--- src/rtl/dma_pace_pkg.sv ---
package dma_pace_pkg;
   localparam int CFG_AW = 2;

   typedef struct packed {
      logic boost;
      logic dst_side;
      logic en;
   } pace_ctrl_t;

   localparam logic [CFG_AW-1:0] ADDR_CTRL = 2'd0;
   localparam logic [CFG_AW-1:0] ADDR_STEP = 2'd1;
   localparam logic [CFG_AW-1:0] ADDR_THR  = 2'd2;
endpackage

--- src/rtl/pace_req_sync.sv ---
module pace_req_sync #(
   parameter int STAGES = 2
) (
   input  logic clk,
   input  logic rst_n,
   input  logic pin,
   output logic rise
);
   localparam int CHAIN_W = STAGES + 1;

   if (STAGES < 2) begin : g_bad_stages
      $error("pace_req_sync: STAGES must be at least 2");
   end

   logic [CHAIN_W-1:0] chain;

   always_ff @(posedge clk) begin
      if (!rst_n) chain <= '0;
      else        chain <= {chain[CHAIN_W-2:0], pin};
   end

   assign rise = chain[STAGES-1] & ~chain[STAGES];


   single_pulse_chk: assert property (@(posedge clk) disable iff (!rst_n)
      rise |=> !rise);
endmodule

--- src/rtl/pace_grant_ctr.sv ---
module pace_grant_ctr #(
   parameter int W = 16
) (
   input  logic         clk,
   input  logic         rst_n,
   input  logic         en,
   input  logic         add_ev,
   input  logic [W-1:0] step,
   input  logic         take,
   output logic [W-1:0] cnt,
   output logic         ovf
);
   localparam logic [W-1:0] MAXV = {W{1'b1}};

   if (W < 2) begin : g_bad_width
      $error("pace_grant_ctr: W must be at least 2");
   end

   logic         dec;
   logic [W:0]   add_val;
   logic [W:0]   sum;

   assign dec     = take && (cnt != '0);
   assign add_val = add_ev ? {1'b0, step} : '0;
   assign sum     = {1'b0, cnt} + add_val - {{W{1'b0}}, dec};

   always_ff @(posedge clk) begin
      if (!rst_n) begin
         cnt <= '0;
         ovf <= 1'b0;
      end else if (!en) begin
         cnt <= '0;
         ovf <= 1'b0;
      end else if (sum[W]) begin
         cnt <= MAXV;
         ovf <= 1'b1;
      end else begin
         cnt <= sum[W-1:0];
      end
   end


   idle_hold_chk: assert property (@(posedge clk) disable iff (!rst_n)
      (en && cnt == '0 && !add_ev) |=> cnt == '0);

   sat_flag_chk: assert property (@(posedge clk) disable iff (!rst_n)
      $rose(ovf) |-> cnt == MAXV);

   clear_chk: assert property (@(posedge clk) disable iff (!rst_n)
      !en |=> (cnt == '0 && !ovf));
endmodule

--- src/rtl/pace_urgency.sv ---
module pace_urgency #(
   parameter int W       = 16,
   parameter bit REG_OUT = 1'b0
) (
   input  logic         clk,
   input  logic         rst_n,
   input  logic         en,
   input  logic         boost,
   input  logic [W-1:0] cnt,
   input  logic [W-1:0] thr,
   output logic         urgent
);
   logic hot;
   assign hot = en && boost && (cnt > thr);

   if (REG_OUT) begin : g_reg
      always_ff @(posedge clk) begin
         if (!rst_n) urgent <= 1'b0;
         else        urgent <= hot;
      end
   end else begin : g_comb
      assign urgent = hot;

      urg_nonzero_chk: assert property (@(posedge clk) disable iff (!rst_n)
         urgent |-> cnt != '0);
   end
endmodule

--- src/rtl/dma_pace_ctrl.sv ---
module dma_pace_ctrl
   import dma_pace_pkg::*;
#(
   parameter int          CNT_W       = 16,
   parameter int          SYNC_STAGES = 2,
   parameter bit          URG_REG     = 1'b0,
   parameter int unsigned STEP_RST    = 1
) (
   input  logic              clk,
   input  logic              rst_n,
   input  logic              req_pin,
   input  logic              cfg_we,
   input  logic [CFG_AW-1:0] cfg_addr,
   input  logic [CNT_W-1:0]  cfg_wdata,
   input  logic              src_done,
   input  logic              dst_done,
   output logic              src_go,
   output logic              dst_go,
   output logic              urgent,
   output logic [CNT_W-1:0]  owed_cnt,
   output logic              ovf_flag
);
   localparam int CTRL_W = $bits(pace_ctrl_t);

   if (CNT_W < CTRL_W || CNT_W > 32) begin : g_bad_cnt
      $error("dma_pace_ctrl: CNT_W out of range");
   end

   pace_ctrl_t       ctrl_q;
   logic [CNT_W-1:0] step_q;
   logic [CNT_W-1:0] thr_q;
   logic             rise;
   logic             take;
   logic             starve;

   always_ff @(posedge clk) begin
      if (!rst_n) begin
         ctrl_q <= '0;
         step_q <= CNT_W'(STEP_RST);
         thr_q  <= '0;
      end else if (cfg_we) begin
         case (cfg_addr)
            ADDR_CTRL: ctrl_q <= pace_ctrl_t'(cfg_wdata[CTRL_W-1:0]);
            ADDR_STEP: step_q <= cfg_wdata;
            ADDR_THR:  thr_q  <= cfg_wdata;
            default:   ;
         endcase
      end
   end

   pace_req_sync #(.STAGES(SYNC_STAGES)) u_sync (
      .clk  (clk),
      .rst_n(rst_n),
      .pin  (req_pin),
      .rise (rise)
   );

   assign take = ctrl_q.dst_side ? dst_done : src_done;

   pace_grant_ctr #(.W(CNT_W)) u_ctr (
      .clk   (clk),
      .rst_n (rst_n),
      .en    (ctrl_q.en),
      .add_ev(rise),
      .step  (step_q),
      .take  (take),
      .cnt   (owed_cnt),
      .ovf   (ovf_flag)
   );

   pace_urgency #(.W(CNT_W), .REG_OUT(URG_REG)) u_urg (
      .clk   (clk),
      .rst_n (rst_n),
      .en    (ctrl_q.en),
      .boost (ctrl_q.boost),
      .cnt   (owed_cnt),
      .thr   (thr_q),
      .urgent(urgent)
   );

   assign starve = ctrl_q.en && (owed_cnt == '0);
   assign src_go = !(starve && !ctrl_q.dst_side);
   assign dst_go = !(starve &&  ctrl_q.dst_side);


   stall_needs_empty_chk: assert property (@(posedge clk) disable iff (!rst_n)
      (!src_go || !dst_go) |-> (owed_cnt == '0 && ctrl_q.en));

   one_side_open_chk: assert property (@(posedge clk) disable iff (!rst_n)
      (src_go || dst_go));
endmodule

--- config.mk ---
export PLATFORM = sky130hd
export DESIGN_NAME = dma_pace_ctrl
export DESIGN_NICKNAME = d
export VERILOG_FILES = /design/src/rtl/dma_pace_pkg.sv /design/src/rtl/pace_req_sync.sv /design/src/rtl/pace_grant_ctr.sv /design/src/rtl/pace_urgency.sv /design/src/rtl/dma_pace_ctrl.sv
export SDC_FILE = /design/constraint.sdc
export NUM_CORES = 1
export LEC_CHECK = 0
export BUFFER_PORTS_ARGS = -buffer_cell sky130_fd_sc_hd__buf_2
export CAP_MARGIN = 20
export CORE_MARGIN = 4
export CORE_UTILIZATION = 63
export CTS_BUF_LIST = sky130_fd_sc_hd__clkbuf_16
export DETAILED_ROUTE_END_ITERATION = 10
export PLACE_DENSITY_LB_ADDON = 0.2
export SYNTH_ARGS = -nofsm -noshare
export SYNTH_HDL_FRONTEND = slang
export SYNTH_SLANG_ARGS = --single-unit
--- constraint.sdc ---
create_clock -name clk -period 7.6 [get_ports clk]
set_clock_uncertainty 0.2 [all_clocks]
set_input_delay 0.76 -clock clk [delete_from_list [all_inputs] [get_ports clk]]
set_output_delay 0.76 -clock clk [all_outputs]
set_load 0.02 [all_outputs]
==> run metrics <==
1st-iter DRT viols=slightly below 90; GRT Resource Usage Total=approximately a quarter; H-tree depth=2; Final Hold Fails=0; Seq/Total Area, Yosys=30.75%; Cell Area, Placed=~0.0038 mm2; Critical Path Fanout Max=17; Hold Buf Count CTS=0; Avg Inst Size Synth=a little under 8 um2; Post-CTS Setup Bufs=0; core area=around 0.0055 mm2; GR Util met3=under 10%; Slew HR=46.42%; ANT nets after route=0; post-synthesis register bit count=55; wire per inst=15.44 um; Pwr Density=a little over 200 mW/mm2; # diodes=0; final setup violation count=0; switching pwr=0.2726 mW; Comb pwr share=roughly 32%; Cells after DPL=roughly 550; Post-Route WL=8664 um; global route overflow=0; cell count after synthesis=about 450; nature of the critical path endpoint=flip-flop; dpl ws=~3.5 ns; crit share post-route=between 50% and 60%; Post-synth EDFFs=0; clk slew on worst S/H paths=0.08 ns; Flop pwr share=37.7%; via count=between 3k and 4k; Die H=about 83 um; Starting Density=65.03%; post-route insts no fill=approximately 560; CP required=7.61 ns; Initial DRT Pass Iterations=4; layout cell share with drive strength beyond 1=a little over a tenth; Cell variety after synth=43; post-layout min period=4.094 ns; DRC Markers=0; GRT Max-Usage Layer=met2; final setup TNS=0 ns; end-of-flow core utilization=between 70 and 80%; arrival time worst endpoint=around 4 ns; root buf cell=clkbuf_16; met1 usage=between 20 and 30%; port bufs=43; Worst-Skew Late Latency=0.30 ns; nets=approximately 560; Num CTS Buffers=5; DP Wirelength=6714 um; commonest non-fill, non-tap cell in the layout=nand2_1; antenna violations before repair=0; Int Power=0.5353 mW; worst slew pin tran=about 0.8 ns; leakage=1.830 nW; # resized after CTS=0; grt met2 use=a little under half; max-cap violation count=0; Cell Area, Synth=approximately 0.0036 mm2; Clock Path Buffers=2; Synth Warn #=0; Die Area=~0.0070 mm2; FP Rows=27; commonest non-fill, non-tap cells in the layout=90 x nand2_1, 68 x inv_1, 55 x dfxtp_1; die width=~83 um; VDD IR max=~0.00013 V; vias in the first global route=~3.1k; RSZ-0062 raised after global routing=false; ys flop type=dfxtp_1; Sw Ratio=33.74%; Sink Count=55; WS Path Type=flip-flop to flip-flop; CP startpoint kind=flip-flop; Post-Syn Nets=526; f_max=0.2443 GHz; Hold Crit Class=flip-flop to flip-flop; TritonCTS clock tree=done; Power Total=slightly above 0.8 mW; Final WS setup=roughly 3.5 ns; final hold slack=about 0.24 ns; vias per cell=5.581; status=completed; first-pass GRT wire length=14,300 um; ys async rst share=0%; Fillers=489; global placement routability congestion=about 0.88; Final Max Slew Viols=0; Top Ports=44; area grow syn2layout=10.97%; largest net degree at the start of global routing=40; clock share of power=a little under a third; Design Area, Final=~0.004 mm2
-- registers in the layout, summed over array words and instances, names as in the netlist --
register,cells
u_sync.chain,3
ctrl_q,3
step_q,16
u_ctr.ovf,1
thr_q,16
u_ctr.cnt,16
-- synthesized netlist by cell type, drive strengths merged, types with 7 or more instances --
cell,number,area [um2]
nor2b,7,43.79
clkbuf,14,52.55
a21o,10,75.07
nor2,8,30.03
nand2,90,337.8
inv,68,255.2
xnor2,10,87.58
ha,48,600.6
a21boi,32,240.2
dfxtp,55,1101
o21ai,8,40.04
a21oi,34,170.2
-- critical path, cell delays in order (launching register included) --
cell and delay [ns]:
dfxtp_1 0.34, nor4_1 0.35, and4_1 0.30, nor2_1 0.07, ha_1 0.27, inv_1 0.06
ha_1 0.19, inv_1 0.07, fa_1 0.39, nand2b_1 0.17, a21o_1 0.18, a311o_1 0.33
o311a_1 0.34, a221o_1 0.49, a21oi_1 0.24
-- final timing paths --
path                                 startpoint               to  slack [ns]  cells past startpoint
worst max-delay path               u_ctr.cnt[5]     u_ctr.cnt[2]        3.51                     14
worst max register to register     u_ctr.cnt[5]     u_ctr.cnt[2]        3.51                     14
worst min-delay path            u_sync.chain[0]  u_sync.chain[1]        0.24                      1
worst min register to register  u_sync.chain[0]  u_sync.chain[1]        0.24                      1
-- cell type report --
class,instances,area (um2),area share [%]
Clock buffer,5,125.1,3.149
Clock inverter,3,33.78,0.8501
Inverter,68,255.2,6.423
Multi-Input combinational cell,314,2146,54.00
Sequential cell,55,1101,27.71
Tap cell,72,90.09,2.267
Timing Repair Buffer,44,222.7,5.605
-- routing by layer --
layer / vias up / share of wire [%] / routed length, um
li1: 1579 / - / -
met1: 1462 / 42 / 3619
met2: 73 / 52 / 4486
met3: 17 / 3.9 / 338
met4: 0 / 2.5 / 219
met5: - / 0 / 0
-- power by group through the flow --
stage               Combinational, mW  Clock, mW  Sequential [mW]
finish                          0.258      0.245            0.305
global route                    0.283      0.257            0.306
CTS                             0.256      0.247            0.305
detailed placement              0.254          0            0.312
global placement                0.251          0            0.311
floorplan                       0.211          0            0.314
-- cell families after synthesis --
| group | count (synthesis) | share of synthesized area [%] |
|---|---|---|
| AND/OR/NAND/NOR | 140 | 18.06 |
| AO/OA/AOI/OAI | 107 | 19.99 |
| buffers and inverters | 84 | 9.329 |
| flip-flops | 55 | 30.75 |
| adder cells (fa/ha/maj) | 49 | 17.33 |
| XOR/XNOR | 14 | 3.424 |
| multiplexers | 4 | 1.118 |
(Power assumes the default switching activity.)
